`src/rtl/i2c_rp_pkg.sv`:
```
package i2c_rp_pkg;

  typedef enum logic [2:0] {
    ST_IDLE,
    ST_RX,
    ST_ACKO,
    ST_TX,
    ST_ACKI
  } rp_state_t;

  typedef enum logic [1:0] {
    BK_ADDR,
    BK_SUBH,
    BK_SUBL,
    BK_DATA
  } rp_kind_t;

  localparam int WORD_BYTES_MAX = 5;
  localparam int WORD_BITS      = 8 * WORD_BYTES_MAX;

  // Byte count of one map entry: widths cycle 1..5 across the map.
  function automatic logic [2:0] entry_bytes(input int unsigned idx);
    return 3'((idx % 5) + 1);
  endfunction

endpackage

```
`src/rtl/i2c_rp_sync.sv`:
```
module i2c_rp_sync #(
  parameter int SYNC_STAGES = 2
) (
  input  logic clk,
  input  logic rst_n,
  input  logic scl_i,
  input  logic sda_i,
  output logic scl_lvl,
  output logic sda_lvl,
  output logic scl_rise,
  output logic scl_fall,
  output logic cond_start,
  output logic cond_stop
);

  logic [SYNC_STAGES-1:0] scl_sh, sda_sh;
  logic                   scl_q, sda_q;

  always_ff @(posedge clk or negedge rst_n) begin
    if (!rst_n) begin
      scl_sh <= '1;
      sda_sh <= '1;
      scl_q  <= 1'b1;
      sda_q  <= 1'b1;
    end else begin
      scl_sh <= {scl_sh[SYNC_STAGES-2:0], scl_i};
      sda_sh <= {sda_sh[SYNC_STAGES-2:0], sda_i};
      scl_q  <= scl_lvl;
      sda_q  <= sda_lvl;
    end
  end

  assign scl_lvl    = scl_sh[SYNC_STAGES-1];
  assign sda_lvl    = sda_sh[SYNC_STAGES-1];
  assign scl_rise   = scl_lvl & ~scl_q;
  assign scl_fall   = ~scl_lvl & scl_q;
  assign cond_start = scl_lvl & scl_q & sda_q & ~sda_lvl;
  assign cond_stop  = scl_lvl & scl_q & ~sda_q & sda_lvl;

endmodule

```
`src/rtl/i2c_rp_regfile.sv`:
```
module i2c_rp_regfile
  import i2c_rp_pkg::*;
#(
  parameter int NUM_ENTRIES = 8,
  parameter int IDX_W       = 3
) (
  input  logic                 clk,
  input  logic                 rst_n,
  input  logic                 wr_en,
  input  logic [IDX_W-1:0]     wr_idx,
  input  logic [WORD_BITS-1:0] wr_word,
  input  logic [IDX_W-1:0]     rd_idx,
  output logic [WORD_BITS-1:0] rd_word,
  output logic [2:0]           rd_bytes
);

  logic [WORD_BITS-1:0] words [NUM_ENTRIES];

  for (genvar i = 0; i < NUM_ENTRIES; i++) begin : g_entry
    localparam logic [2:0]           NB   = entry_bytes(i);
    localparam logic [WORD_BITS-1:0] MASK = (WORD_BITS'(1) << (8 * NB)) - WORD_BITS'(1);
    logic [WORD_BITS-1:0] q;
    always_ff @(posedge clk or negedge rst_n) begin
      if (!rst_n)                               q <= '0;
      else if (wr_en && wr_idx == IDX_W'(i))    q <= wr_word & MASK;
    end
    assign words[i] = q;
  end

  assign rd_word  = words[rd_idx];
  assign rd_bytes = entry_bytes(32'(rd_idx));

endmodule

```
`src/rtl/i2c_regport.sv`:
```
module i2c_regport
  import i2c_rp_pkg::*;
#(
  parameter int         NUM_ENTRIES = 8,
  parameter int         SYNC_STAGES = 2,
  parameter logic [4:0] ADDR_FIXED  = 5'b01101
) (
  input  logic       clk,
  input  logic       rst_n,
  input  logic       scl_i,
  input  logic       sda_i,
  input  logic [1:0] addr_strap,
  output logic       sda_oe
);

  localparam int                IDX_W    = (NUM_ENTRIES > 1) ? $clog2(NUM_ENTRIES) : 1;
  localparam int                SUB_W    = 16;
  localparam logic [SUB_W-1:0]  LAST_SUB = SUB_W'(NUM_ENTRIES - 1);
  localparam logic [IDX_W-1:0]  LAST_IDX = IDX_W'(NUM_ENTRIES - 1);

  logic scl_lvl, sda_lvl, scl_rise, scl_fall, cond_start, cond_stop;

  i2c_rp_sync #(.SYNC_STAGES(SYNC_STAGES)) u_sync (
    .clk, .rst_n, .scl_i, .sda_i,
    .scl_lvl, .sda_lvl, .scl_rise, .scl_fall, .cond_start, .cond_stop
  );

  rp_state_t            state;
  rp_kind_t             kind;
  logic [3:0]           bitc;
  logic [7:0]           sh, tx_sh, sub_hi;
  logic [SUB_W-1:0]     sub;
  logic [2:0]           bidx;
  logic [WORD_BITS-1:0] wbuf;
  logic                 rd_mode, commit_pend, got_ack;

  logic [IDX_W-1:0]     ridx;
  logic [WORD_BITS-1:0] rd_word;
  logic [2:0]           rd_bytes, boff;
  logic [7:0]           cur_byte;
  logic                 word_last, wr_en;

  assign ridx      = (sub > LAST_SUB) ? LAST_IDX : sub[IDX_W-1:0];
  assign boff      = rd_bytes - 3'd1 - bidx;
  assign cur_byte  = 8'(rd_word >> {boff, 3'b000});
  assign word_last = (bidx == rd_bytes - 3'd1);
  assign wr_en     = (state == ST_ACKO) && scl_fall && commit_pend && !cond_start && !cond_stop;

  i2c_rp_regfile #(.NUM_ENTRIES(NUM_ENTRIES), .IDX_W(IDX_W)) u_regs (
    .clk, .rst_n,
    .wr_en, .wr_idx(ridx), .wr_word(wbuf),
    .rd_idx(ridx), .rd_word, .rd_bytes
  );

  always_ff @(posedge clk or negedge rst_n) begin
    if (!rst_n) begin
      state <= ST_IDLE;  kind <= BK_ADDR;  bitc <= '0;
      sh <= '0;  tx_sh <= '0;  sub_hi <= '0;  sub <= '0;
      bidx <= '0;  wbuf <= '0;  rd_mode <= 1'b0;
      commit_pend <= 1'b0;  got_ack <= 1'b0;  sda_oe <= 1'b0;
    end else if (cond_stop) begin
      state <= ST_IDLE;  sda_oe <= 1'b0;  commit_pend <= 1'b0;
    end else if (cond_start) begin
      state <= ST_RX;  kind <= BK_ADDR;  bitc <= '0;
      sda_oe <= 1'b0;  commit_pend <= 1'b0;
    end else begin
      case (state)
        ST_RX: begin
          if (scl_rise && bitc < 4'd8) begin
            sh   <= {sh[6:0], sda_lvl};
            bitc <= bitc + 4'd1;
          end else if (scl_fall && bitc == 4'd8) begin
            case (kind)
              BK_ADDR: begin
                if (sh[7:1] == {ADDR_FIXED, addr_strap}) begin
                  sda_oe <= 1'b1;  state <= ST_ACKO;
                  rd_mode <= sh[0];  bidx <= '0;  wbuf <= '0;
                  kind <= sh[0] ? BK_DATA : BK_SUBH;
                end else begin
                  state <= ST_IDLE;
                end
              end
              BK_SUBH: begin
                sub_hi <= sh;  sda_oe <= 1'b1;
                state <= ST_ACKO;  kind <= BK_SUBL;
              end
              BK_SUBL: begin
                if ({sub_hi, sh} < SUB_W'(NUM_ENTRIES)) begin
                  sub <= {sub_hi, sh};  bidx <= '0;  wbuf <= '0;
                  sda_oe <= 1'b1;  state <= ST_ACKO;  kind <= BK_DATA;
                end else begin
                  state <= ST_IDLE;
                end
              end
              default: begin
                if (sub > LAST_SUB) begin
                  state <= ST_IDLE;
                end else begin
                  wbuf   <= {wbuf[WORD_BITS-9:0], sh};
                  sda_oe <= 1'b1;  state <= ST_ACKO;
                  if (word_last) commit_pend <= 1'b1;
                  else           bidx <= bidx + 3'd1;
                end
              end
            endcase
          end
        end
        ST_ACKO: begin
          if (scl_fall) begin
            bitc <= '0;
            if (rd_mode) begin
              state <= ST_TX;  tx_sh <= cur_byte;  sda_oe <= ~cur_byte[7];
            end else begin
              state <= ST_RX;  sda_oe <= 1'b0;
              if (commit_pend) begin
                commit_pend <= 1'b0;  sub <= sub + 16'd1;
                bidx <= '0;  wbuf <= '0;
              end
            end
          end
        end
        ST_TX: begin
          if (scl_fall) begin
            if (bitc == 4'd7) begin
              state <= ST_ACKI;  sda_oe <= 1'b0;
            end else begin
              tx_sh <= {tx_sh[6:0], 1'b0};
              sda_oe <= ~tx_sh[6];
              bitc <= bitc + 4'd1;
            end
          end
        end
        ST_ACKI: begin
          if (scl_rise) begin
            got_ack <= ~sda_lvl;
            if (!sda_lvl) begin
              if (word_last) begin
                bidx <= '0;
                if (sub < LAST_SUB) sub <= sub + 16'd1;
              end else begin
                bidx <= bidx + 3'd1;
              end
            end
          end else if (scl_fall) begin
            if (got_ack) begin
              state <= ST_TX;  bitc <= '0;
              tx_sh <= cur_byte;  sda_oe <= ~cur_byte[7];
            end else begin
              state <= ST_IDLE;  sda_oe <= 1'b0;
            end
          end
        end
        default: ;
      endcase
    end
  end

  // the SDA pull-down moves only after a detected SCL fall, start or stop
  a_r9_oe_moves_after_fall: assert property (@(posedge clk) disable iff (!rst_n)
    !$stable(sda_oe) |-> $past(scl_fall || cond_start || cond_stop));

  // a stop always leaves SDA released
  a_r2_stop_releases: assert property (@(posedge clk) disable iff (!rst_n)
    cond_stop |=> !sda_oe);

  // an idle slave never holds the bus
  a_r1_idle_quiet: assert property (@(posedge clk) disable iff (!rst_n)
    (state == ST_IDLE) |-> !sda_oe);

  // a word is stored only while the final byte's acknowledge is being held
  a_r6_commit_in_ack: assert property (@(posedge clk) disable iff (!rst_n)
    wr_en |-> sda_oe);

  // nothing is stored once the pointer has left the map
  a_r7_no_commit_past_end: assert property (@(posedge clk) disable iff (!rst_n)
    wr_en |-> (sub <= LAST_SUB));

endmodule

```
`config.mk`:
```
export PLATFORM = sky130hd
export DESIGN_NAME = i2c_regport
export DESIGN_NICKNAME = d
export VERILOG_FILES = /design/src/rtl/i2c_rp_pkg.sv /design/src/rtl/i2c_rp_sync.sv /design/src/rtl/i2c_rp_regfile.sv /design/src/rtl/i2c_regport.sv
export SDC_FILE = /design/constraint.sdc
export NUM_CORES = 1
export LEC_CHECK = 0
export BUFFER_PORTS_ARGS = -buffer_cell sky130_fd_sc_hd__buf_4
export CORE_ASPECT_RATIO = 0.5
export CORE_MARGIN = 2
export CORE_UTILIZATION = 60
export CTS_CLUSTER_SIZE = 8
export DETAILED_ROUTE_END_ITERATION = 8
export PLACE_DENSITY = 0.76
export SETUP_SLACK_MARGIN = 0.2
export SLEW_MARGIN = 20
export SYNTH_ARGS = -nofsm -noshare
export SYNTH_HDL_FRONTEND = slang
export SYNTH_SLANG_ARGS = --single-unit
```
`constraint.sdc`:
```
create_clock -name clk -period 4.3 [get_ports clk]
set_clock_uncertainty 0.2 [all_clocks]
set_input_delay 0.215 -clock clk [delete_from_list [all_inputs] [get_ports clk]]
set_output_delay 0.215 -clock clk [all_outputs]
set_load 0.02 [all_outputs]
```
==> qor.yml, run 1 <==
drt-initial-drc-count: 999
leakage_nw: 6.56
grt_max_degree: 133
cp-start-kind: "flip-flop"
grt_pass1_vias: 9504
drive_gt1_share_pct: 26.6
htree_num_levels: 2
hold_path.class: "input port to flip-flop"
fin_setup_tns_ns: 0
port_buffers: 6
crit_path_end_kind: "flip-flop"
ir_drop_v: 0.000278
crit_path_max_incr_delay_ns: 0.48
synth_edf_count: 0
postSynthAreaPerCell_um2: 11.2
clkTransAtPathRegs_ns: 0.06
fillCellCount: 1602
finalCriticalPeriod_ns: 3.88
drc: 0
cts_buffers: 39
ys_warn_count: 0
cts_tree: "yes"
dieWidth_um: 214
post_drt_wl_per_cell_um: 22.2
start_util_pct: 61.0
vias_per_cell: 6.51
finalHoldViolCount: 0
clkLatencyLatePin_ns: 0.53
clockBufferDepth: 3
timing.final.crit_share_pct: 90.2
synth_ff_type: "dfrtp_1"
grt_antenna_before_repair: 0
cp.required_ns: 4.51
io_pins: 7
fmax_mhz: 258
crit_slowest_cell: "fa_1"
ys_seq_elements: 269
synthArstFlopShare_pct: 100
yosysTopAreaCellShare_pct: 50.0
setup_viol: 0
worstMarginPinSlew_ns: 1.10
slew_viol_final: 0
synth_area_leaders: "dfrtp_1 (50%), mux2_2 (17%), nand2_1 (4.4%)"
track_usage_pct: 29.3
syn2layout_area_growth_pct: 10.7
cts_root_buffer: "clkbuf_16"
yosys.area.top_type: "dfrtp_1"
coreArea_um2: 21600
cpLargestDelayFamily: "simple AND/OR/NAND/NOR gates"
vias: 9658
cts_sinks: 269
std_cell_rows: 38
worstPathCellList: "nor4_4, nand4_2, nor2_4, inv_2, ha_1, nor2b_1, a21oi_1, ha_1, fa_1, or2_4, a221oi_1, a21oi_1, o21a_1, a221o_1"
seq_area_frac_synth_pct: 51.2
grt_overflow: 0
cap_violations: 0
syn_inst: 1181
placed_cell_area_um2: 13400
crit_fanout: 6
relSlewSlack_pct: 26.6
crit_type: "flip-flop to flip-flop"
postLayoutCellArea_um2: 14600
nNetsFinal: 1193
syn-num-nets: 1199
crit_arrival_ns: 4.09
antennaDiodeCount: 0
wirelength_um: 32900
synth.distinct_cells: 77
grt_pass1_wl_um: 52400
status: "finished, final reports clean"
cp_num_buf_inv: 1
syn_area_um2: 13200
die_area_um2: 23200
fp.dieH_um: 109
first_pass_iters: 5
gp_congestion: 0.945
postRouteAntennaNets: 0
p_per_area_nw_per_um2: 507
rsz0062_at_grt: "false"
timing.hold.ws_ns: 0.117
dp_hpwl_um: 20800
[registers in the layout (all words and copies together), names as in the netlist]
signal and count:
u_regs.g_entry.q 168, wbuf 40, sub 16, sh 8, sub_hi 8, tx_sh 7, bitc 4, bidx 3
state 3, kind 2, u_sync.scl_sh 2, u_sync.sda_sh 2, commit_pend 1, got_ack 1, rd_mode 1, sda_oe 1
u_sync.scl_q 1, u_sync.sda_q 1
[layer usage]
layer	share of wire [%]	track usage, %	up-vias	wire length, um
met1	45	42.3	4901	14800
met3	7.8	5.50	76	2560
met2	45	45.5	432	14800
met4	2.3	8.88	0	759
met5	0	0	-	0
li1	-	-	4249	-
[worst reg2reg max path, delay by kind of cell, from the launching register on]
family / cells / cell delay, ns
buffers and inverters: 1 / 0.06
AO/OA/AOI/OAI: 5 / 0.93
adder cells (fa/ha/maj): 3 / 0.89
flip-flops: 1 / 0.42
AND/OR/NAND/NOR: 5 / 1.26
[final timing paths]
kind	start	end	slack, ns	cells past startpoint
max	sub[9]$_DFFE_PN0P_	tx_sh[3]$_DFFE_PN0P_	0.42	14
max reg2reg	sub[9]$_DFFE_PN0P_	tx_sh[3]$_DFFE_PN0P_	0.42	14
min	addr_strap[1]	rd_mode$_DFFE_PN0P_	0.12	5
min reg2reg	u_sync.sda_sh[0]$_DFF_PN1_	u_sync.sda_sh[1]$_DFF_PN1_	0.15	0
max in group asynchronous	rst_n	sub[0]$_DFFE_PN0P_	2.68	3
min in group asynchronous	rst_n	u_regs.g_entry[0].q[2]$_DFFE_PN0P_	0.18	2
[cell type report]
type / instances / area, um^2 / share of cell area (%)
tap: 300 / 375 / 2.57
sequential: 269 / 6740 / 46.2
inverter: 19 / 71.3 / 0.489
timing repair buffer: 34 / 295 / 2.02
clock buffer: 45 / 998 / 6.85
clock inverter: 4 / 60.1 / 0.412
multi-input combinational: 812 / 6040 / 41.4
[through the flow]
| step | power, mW | std cells | utilization, % | worst slack, ns |
|---|---|---|---|---|
| after floorplan | 4.13 | 1181 | - | 0.324 |
| after global placement | 4.57 | 1430 | 62.3 | 0.459 |
| after detailed placement | 4.63 | 1430 | 62.3 | 0.330 |
| after CTS | 7.34 | 1482 | 67.3 | 0.300 |
| after global routing | 7.71 | 1483 | 67.6 | 0.212 |
| final | 7.40 | 1483 | 67.6 | 0.421 |
[cells in the final DEF (no fill, tap or decap), types with 11 or more instances in the layout]
cell type / count
clkbuf_16: 39
nor2_1: 40
a21oi_1: 44
dfrtp_1: 261
a22oi_1: 18
buf_4: 28
inv_1: 18
mux2i_1: 16
o21ai_1: 46
nand3_1: 16
mux2_2: 193
a31oi_1: 12
ha_1: 11
a221oi_1: 27
o21ai_0: 56
nand2b_1: 12
nand2_1: 155
[where the power goes]
part	leakage (nW)	internal (mW)	switching (mW)	total (mW)
clock network	0.514	1.63	1.09	2.72
logic	2.35	0.641	1.16	1.80
registers	3.69	2.69	0.200	2.89
total	6.56	4.95	2.44	7.40
[cell usage after synthesis (5+ instances only)]
cell type,n
o21ai_1,47
a221oi_1,27
o21ai_0,56
nor2b_1,10
mux4_2,7
xnor2_1,7
a221o_1,5
buf_2,31
nand4_1,7
o21a_1,5
nor3_1,12
and3_1,10
a21oi_1,44
nor2_1,40
a22oi_1,18
dfrtp_1,263
mux2i_1,16
a31oi_1,12
nand2_1,156
nand3_1,16
o22ai_1,7
inv_1,18
o31ai_1,9
dfstp_2,6
clkbuf_1,35
buf_1,11
mux2_2,193
nand2b_1,13
ha_1,11
[cell families (layout without fill, tap and decap cells)]
family | count (synthesis) | in the layout | synth area share [%]
and+or+nand+nor | 304 | 304 | 11.1
AOI/OAI and AO/OA | 270 | 270 | 13.6
DFF | 269 | 269 | 51.2
muxes | 216 | 216 | 18.9
buffers and inverters | 100 | 102 | 3.34
adders and majority gates | 12 | 12 | 1.20
xor gates and xnor gates | 10 | 10 | 0.665
[what timing repair did]
item                                    4_1_cts  5_1_grt
endpoints found under the setup margin        0        5
gates resized for setup                       0        6
buffers inserted                              0        1
hold buffers                                  3        0
endpoints found under the hold margin       132        0
Note: power is estimated with default switching activity, not from simulation.
==> run 2: changes to the inputs <==
--- a/config.mk
+++ b/config.mk
@@ -5,12 +5,12 @@
 export SDC_FILE = /design/constraint.sdc
 export NUM_CORES = 1
 export LEC_CHECK = 0
-export BUFFER_PORTS_ARGS = -buffer_cell sky130_fd_sc_hd__buf_4
 export CORE_ASPECT_RATIO = 0.5
 export CORE_MARGIN = 2
 export CORE_UTILIZATION = 60
 export CTS_CLUSTER_SIZE = 8
 export DETAILED_ROUTE_END_ITERATION = 8
+export DONT_BUFFER_PORTS = 1
 export PLACE_DENSITY = 0.76
 export SETUP_SLACK_MARGIN = 0.2
 export SLEW_MARGIN = 20
==> run 2 against run 1 <==
  * The run now ends with negative hold slack left
  * Final cell count is 0.61% lower
  * Sequential share of layout area is 0.24 points higher
  * Die area stayed put
  * Utilization is 0.34 points lower
  * Non-clock buffer count is 10 lower
  * Maximum frequency is 0.55% higher
  * Worst setup slack better by 0.021 ns
  * Combinational power is 5% lower
  * First-iteration DRC count is 16% higher
  * Cell area is 0.51% lower
  * Power is 1.0% lower
  * Register-to-register slack better by 0.02 ns
  * Critical endpoint is now tx_sh[2]$_DFFE_PN0P_
  * Highest routed layer unchanged
==> qor.yml, run 2 (synthesis gave the netlist of run 1 again) <==
clockBufferDepth: 3  # unchanged
postRouteAntennaNets: 0  # unchanged
ir_drop_v: 0.000375  # +35%
ff2ff_setup_slack_ns: 0.44  # +0.02 ns
rsz0062_at_grt: "true"
cts_tree: "yes"
gp_congestion: 0.912  # -3.5%
violations: "negative hold slack"
htree_num_levels: 2  # unchanged
cts_sinks: 269  # unchanged
grt_pass1_vias: 9561  # +0.60%
syn2layout_area_growth_pct: 10.2
drive_gt1_share_pct: 26.4  # -0.22 points
cts_buffers: 39  # unchanged
fin_setup_tns_ns: 0  # unchanged
nNetsFinal: 1183  # -0.84%
cp-start-kind: "flip-flop"
reg2reg_depth: 15  # +1
dp_hpwl_um: 20400  # -2.3%
largest_reg_flops: 168  # unchanged
fillCellCount: 1569  # -2.1%
grt_pass1_wl_um: 51800  # -1.1%
crit_type: "flip-flop to flip-flop"
post_drt_wl_per_cell_um: 21.8  # -1.7%
cp.required_ns: 4.49  # -0.02 ns
first_pass_iters: 6  # +1
met2_usage_pct: 44.5  # -0.97 points
wirelength_um: 32200  # -2.3%
track_usage_pct: 28.9  # -0.40 points
dieWidth_um: 214  # unchanged
grt-busiest-layer: "met2"
grtUsageMet3_pct: 6.16  # +0.66 points
timing.final.crit_share_pct: 89.7  # -0.50 points
grt_max_degree: 270  # +100%
finalHoldViolCount: 269  # +269
worstMarginPinSlew_ns: 1.04  # -0.0578 ns
start_util_pct: 61.0  # unchanged
dp_cells: 1422  # -0.56%
cts_root_buffer: "clkbuf_16"
ctsHoldBuffers: 2  # -1
fin_cells: 1474  # -0.61%
final_cell_mix: "dfrtp_1 (261), mux2_2 (193), nand2_1 (155)"
cts_setup_buffers: 0  # unchanged
die_area_um2: 23200  # unchanged
grt_overflow: 0  # unchanged
finalCriticalPeriod_ns: 3.86  # -0.0213 ns
clkTransAtPathRegs_ns: 0.05  # about the same
crit_fanout: 6  # unchanged
port_buffers: 0  # -6
std_cell_rows: 38  # unchanged
setup_viol: 0  # unchanged
reg_top3: "u_regs.g_entry.q x168, wbuf x40, sub x16"
io_pins: 7  # unchanged
antennaDiodeCount: 0  # unchanged
timing.rr.end: "tx_sh[2]$_DFFE_PN0P_"
timing.hold.ws_ns: -0.801  # -0.918 ns
drc: 0  # unchanged
slew_viol_final: 0  # unchanged
hold_path.class: "input port to asynchronous set/reset pin"
clkLatencyLatePin_ns: 0.52  # about the same
crit_path_end_kind: "flip-flop"
r2r-start: "sub[10]$_DFFE_PN0P_"
vias_per_cell: 6.43  # -1.2%
vias: 9483  # -1.8%
p_per_area_nw_per_um2: 505  # -0.50%
use_met1_pct: 41.9  # -0.42 points
layout_commonest_cell: "dfrtp_1"
fmax_mhz: 259  # +0.55%
coreArea_um2: 21600  # unchanged
grt_antenna_before_repair: 0  # unchanged
regMostFlops: "u_regs.g_entry.q"
leakage_nw: 6.52  # -0.60%
cap_violations: 0  # unchanged
relSlewSlack_pct: 30.5  # +3.9 points
crit_arrival_ns: 4.05  # -0.04 ns
fp.dieH_um: 109  # unchanged
status: "finished with violations"
drt-initial-drc-count: 1160  # +16%
-- run 2: cell type report --
cell class,count,area (um^2),share of cell area (%)
clock buffer,47,1030,7.08
sequential,269,6740,46.5
multi-input combinational,812,6070,41.8
inverter,19,71.3,0.491
timing repair buffer,24,198,1.36
clock inverter,3,30.0,0.207
tap,300,375,2.59
-- run 2: worst max path at each step --
stage / start / endpoint / slack, ns / cells past startpoint
2_1_floorplan: sub[10]$_DFFE_PN0P_ / tx_sh[1]$_DFFE_PN0P_ / 0.32 / 16
3_3_place_gp: sub[11]$_DFFE_PN0P_ / tx_sh[3]$_DFFE_PN0P_ / 0.45 / 15
3_5_place_dp: sub[11]$_DFFE_PN0P_ / tx_sh[1]$_DFFE_PN0P_ / 0.35 / 15
4_1_cts: sub[11]$_DFFE_PN0P_ / tx_sh[1]$_DFFE_PN0P_ / 0.33 / 15
5_1_grt: sub[10]$_DFFE_PN0P_ / sda_oe$_DFFE_PN0P_ / 0.21 / 15
6_report: sub[10]$_DFFE_PN0P_ / tx_sh[2]$_DFFE_PN0P_ / 0.44 / 15
-- run 2: repair_timing --
action / in CTS / in global routing
resized for setup: 0 / 10
endpoints found under the hold margin: 271 / 269
endpoints found under the setup margin: 0 / 5
-- run 2: critical path, cell delays in order (launching register included) --
cell	delay [ns]
dfrtp_1	0.42
nor4_4	0.40
nand4_2	0.20
nor2_4	0.22
inv_2	0.06
ha_1	0.23
nor2b_1	0.16
xnor2_1	0.12
nand2_1	0.11
inv_1	0.06
fa_1	0.52
or2_4	0.31
a221oi_1	0.23
a21oi_1	0.07
o21a_1	0.12
a221o_1	0.31
-- run 2: routing by layer --
metal	up-vias	wire length (um)
met3	50	2340
met5	-	0
met4	0	616
met2	352	14400
li1	4237	-
met1	4844	14800
-- run 2: where the power goes --
part / switching (mW) / internal, mW / leakage, nW
combinational: 1.09 / 0.624 / 2.31
clock: 1.06 / 1.66 / 0.517
sequential: 0.206 / 2.69 / 3.69
total: 2.36 / 4.97 / 6.52
-- run 2: through the flow --
| stage | area, um^2 | worst slack, ns | utilization (%) | hold slack, ns | power (mW) |
|---|---|---|---|---|---|
| CTS | 14400 | 0.330 | 66.9 | -0.813 | 7.26 |
| global route | 14500 | 0.206 | 67.2 | -0.813 | 7.65 |
| global placement | 13400 | 0.455 | 61.9 | -0.269 | 4.49 |
| finish | 14500 | 0.443 | 67.2 | -0.801 | 7.32 |
| detailed placement | 13400 | 0.348 | 61.9 | -0.273 | 4.54 |
| floorplan | 13200 | 0.324 | - | -0.281 | 4.13 |
==> run 3: changes to the inputs <==
--- a/config.mk
+++ b/config.mk
@@ -6,7 +6,6 @@
 export NUM_CORES = 1
 export LEC_CHECK = 0
 export CORE_ASPECT_RATIO = 0.5
-export CORE_MARGIN = 2
 export CORE_UTILIZATION = 60
 export CTS_CLUSTER_SIZE = 8
 export DETAILED_ROUTE_END_ITERATION = 8
@@ -16,4 +15,5 @@
 export SLEW_MARGIN = 20
 export SYNTH_ARGS = -nofsm -noshare
 export SYNTH_HDL_FRONTEND = slang
+export SYNTH_HIERARCHICAL = 1
 export SYNTH_SLANG_ARGS = --single-unit
==> constraint.sdc (replaced) <==
create_clock -name clk -period 4.3 [get_ports clk]
set_clock_uncertainty 0.2 [all_clocks]
set_input_delay 1.29 -clock clk [delete_from_list [all_inputs] [get_ports clk]]
set_output_delay 1.29 -clock clk [all_outputs]
set_load 0.02 [all_outputs]
==> run 3 against run 2 <==
  * The run now ends clean
  * First-iteration DRC count down 38%
  * Cell area up 4.6%
  * Sequential power up 12%
  * Power up 7.3%
  * Die area up 0.80%
  * Via count down 3.3%
  * Global-route usage down 1.6 points
  * Synthesized area up 3.7%
  * Critical endpoint is now sub[0]$_DFFE_PN0P_
  * Largest power group unchanged
  * Highest routed layer unchanged
==> qor.yml, run 3 <==
start_util_pct: 62.0  # +1.0 points
hold_path.class: "flip-flop to flip-flop"
ctsHoldBuffers: 0  # -2
timing.hold.ws_ns: 0.155  # +0.956 ns
grt_pass1_wl_um: 50100  # -3.2%
cp-start-kind: "flip-flop"
postRouteAntennaNets: 0  # unchanged
ir_drop_v: 0.000382  # +1.9%
leakage_nw: 7.40  # +13%
setup_viol: 0  # unchanged
first_pass_iters: 5  # -1
worstMarginPinSlew_ns: 1.30  # +0.262 ns
cts_sinks: 269  # unchanged
yosysTopAreaCellShare_pct: 48.2  # -1.8 points
htree_num_levels: 2  # unchanged
clockBufferDepth: 3  # unchanged
synth_commonest_cells: "dfrtp_1 (263), mux2_2 (206), nand2_1 (83), inv_1 (62), mux2i_1 (57)"
coreArea_um2: 22000  # +2.0%
antennaDiodeCount: 0  # unchanged
vias_per_cell: 6.47  # +0.63%
synth_most_common_cell: "dfrtp_1"
dieWidth_um: 215  # +0.87%
drc: 0  # unchanged
r2r-start: "sub[11]$_DFFE_PN0P_"
cp.required_ns: 4.49  # about the same
placed_cell_area_um2: 13900  # +3.7%
cts_root_buffer: "clkbuf_16"
synthArstFlopShare_pct: 100  # unchanged
multi_input_area_um2: 6450  # +6.4%
syn_inst: 1103  # -6.6%
track_usage_pct: 27.3  # -1.6 points
yosys.area.top_type: "dfrtp_1"
p_total_mw: 7.86  # +7.3%
regMostFlops: "u_regs/g_entry.q"
fmax_mhz: 243  # -6.1%
crit_fanout: 5  # -1
syn2layout_area_growth_pct: 11.1
timing.final.crit_share_pct: 95.6  # +5.9 points
hp-start: "u_sync/scl_sh[0]$_DFF_PN1_"
nNetsFinal: 1130  # -4.5%
cp-startpoint: "sub[11]$_DFFE_PN0P_"
reg2reg_depth: 17  # +2
crit_arrival_ns: 4.30  # +0.25 ns
largest_reg_flops: 168  # unchanged
min_path_cells: 0
fp.dieH_um: 109  # about the same
grt_max_degree: 270  # unchanged
rsz0062_at_grt: "true"
finalCriticalPeriod_ns: 4.11  # +0.253 ns
grt_pass1_vias: 9288  # -2.9%
status: "finished, final reports clean"
post_drt_wl_per_cell_um: 22.3  # +2.1%
dp_hpwl_um: 18900  # -7.2%
layout_commonest_cell: "dfrtp_1"
ff2ff_setup_slack_ns: 0.19  # -0.25 ns
cap_violations: 0  # unchanged
grt_overflow: 0  # unchanged
postSynthAreaPerCell_um2: 12.4  # +11%
syn_area_um2: 13700  # +3.7%
crit_type: "flip-flop to flip-flop"
synth.distinct_cells: 81  # +5.2%
seq_area_frac_synth_pct: 49.3  # -1.8 points
port_buffers: 0  # unchanged
final_cell_mix: "dfrtp_1 (261), mux2_2 (206), nand2_1 (83)"
fin_setup_tns_ns: 0  # unchanged
ys_warn_count: 6  # +6
critPathCapture: "sub[0]$_DFFE_PN0P_"
seq_area_um2: 6740  # unchanged
drt-initial-drc-count: 719  # -38%
die_area_um2: 23400  # +0.80%
reg_top3: "u_regs/g_entry.q x168, wbuf x40, sub x16"
cts_tree: "yes"
drive_gt1_share_pct: 32.8  # +6.4 points
grt_antenna_before_repair: 0  # unchanged
timing.rr.end: "sub[0]$_DFFE_PN0P_"
synth_edf_count: 0  # unchanged
fin_util_pct: 69.0  # +1.7 points
syn-num-nets: 1124  # -6.3%
vias: 9174  # -3.3%
clkLatencyLatePin_ns: 0.51  # about the same
std_cell_rows: 38  # unchanged
gp_congestion: 0.897  # -1.7%
postLayoutCellArea_um2: 15200  # +4.6%
clkTransAtPathRegs_ns: 0.05  # about the same
finalHoldViolCount: 0  # -100%
cts_buffers: 39  # unchanged
ys_seq_elements: 269  # unchanged
p_per_area_nw_per_um2: 517  # +2.5%
io_pins: 7  # unchanged
wirelength_um: 31600  # -1.9%
relSlewSlack_pct: 13.2  # -17 points
slew_viol_final: 0  # unchanged
synth_ff_type: "dfrtp_1"
fillCellCount: 1493  # -4.8%
crit_path_end_kind: "flip-flop"
synth_area_leaders: "dfrtp_1 (48%), mux2_2 (17%), mux2i_1 (4.2%)"
[run 3: cell types whose count changed after synthesis, sizes merged, moves of 11 or more]
cell,delta
nand2,-74
a21oi,-29
a2bb2oi,+11
nor2,-12
mux2,+15
inv,+43
mux4,+18
mux2i,+41
o21ai,-89
a22o,+12
a221oi,-19
nor4,+12
clkbuf,-13
[run 3: worst min-delay path by stage]
stage / end / slack, ns
after floorplan: u_sync/scl_sh[1]$_DFF_PN1_ / 0.15
after global placement: u_sync/scl_sh[1]$_DFF_PN1_ / 0.15
after detailed placement: u_sync/scl_sh[1]$_DFF_PN1_ / 0.15
after CTS: u_sync/scl_sh[1]$_DFF_PN1_ / 0.16
after global routing: u_sync/scl_sh[1]$_DFF_PN1_ / 0.16
final: u_sync/scl_sh[1]$_DFF_PN1_ / 0.16
[run 3: kinds of logic after synthesis]
family,share of synthesized area (%)
muxes,25.8
DFF,49.3
and+or+nand+nor,10.4
AOI/OAI and AO/OA,7.45
buffers and inverters,5.07
adders and majority gates,1.43
xor gates and xnor gates,0.495
[run 3: worst max-delay path, stage by stage (launching register included)]
cell	delay, ns
dfrtp_2	0.42
nor4_4	0.31
nand4_2	0.20
or2_4	0.31
clkinv_4	0.07
ha_4	0.16
o21ai_4	0.06
xnor2_2	0.15
ha_1	0.31
inv_2	0.05
ha_4	0.28
inv_2	0.05
ha_4	0.27
nand3_4	0.07
o31a_1	0.41
buf_4	0.18
o31a_2	0.27
a211o_1	0.22
[run 3: what timing repair did]
item / 4_1_cts / 5_1_grt
setup buffers: 0 / 9
resized for setup: 2 / 35
hold endpoints to repair: 0 / 0
cloned: 0 / 2
endpoints found under the setup margin: 7 / 24
pin swaps: 0 / 14
[run 3: power breakdown]
group	internal [mW]	switching (mW)
sequential	2.83	0.424
clock	1.68	1.03
combinational	0.803	1.09
total	5.31	2.54
[run 3: cell type report]
cell class	instances	share of cell area, %
Tap cell	300	2.47
Clock inverter	1	0.0330
Multi-Input combinational cell	699	42.5
Timing Repair Buffer	37	1.98
Clock buffer	48	6.93
Sequential cell	269	44.4
Inverter	63	1.67
[run 3: stage by stage]
step	cells	setup slack [ns]
6_report	1417	0.190
5_1_grt	1417	0.115
4_1_cts	1406	0.203
3_5_place_dp	1357	0.194
3_3_place_gp	1357	0.351
2_1_floorplan	1103	0.201
[run 3: layer usage]
metal | routed length (um) | vias up | global-route usage (%)
met5 | 0 | - | 0
met4 | 593 | 0 | 7.75
met3 | 1710 | 53 | 4.74
met2 | 14900 | 293 | 44.1
met1 | 14400 | 4781 | 38.5
li1 | - | 4047 | -
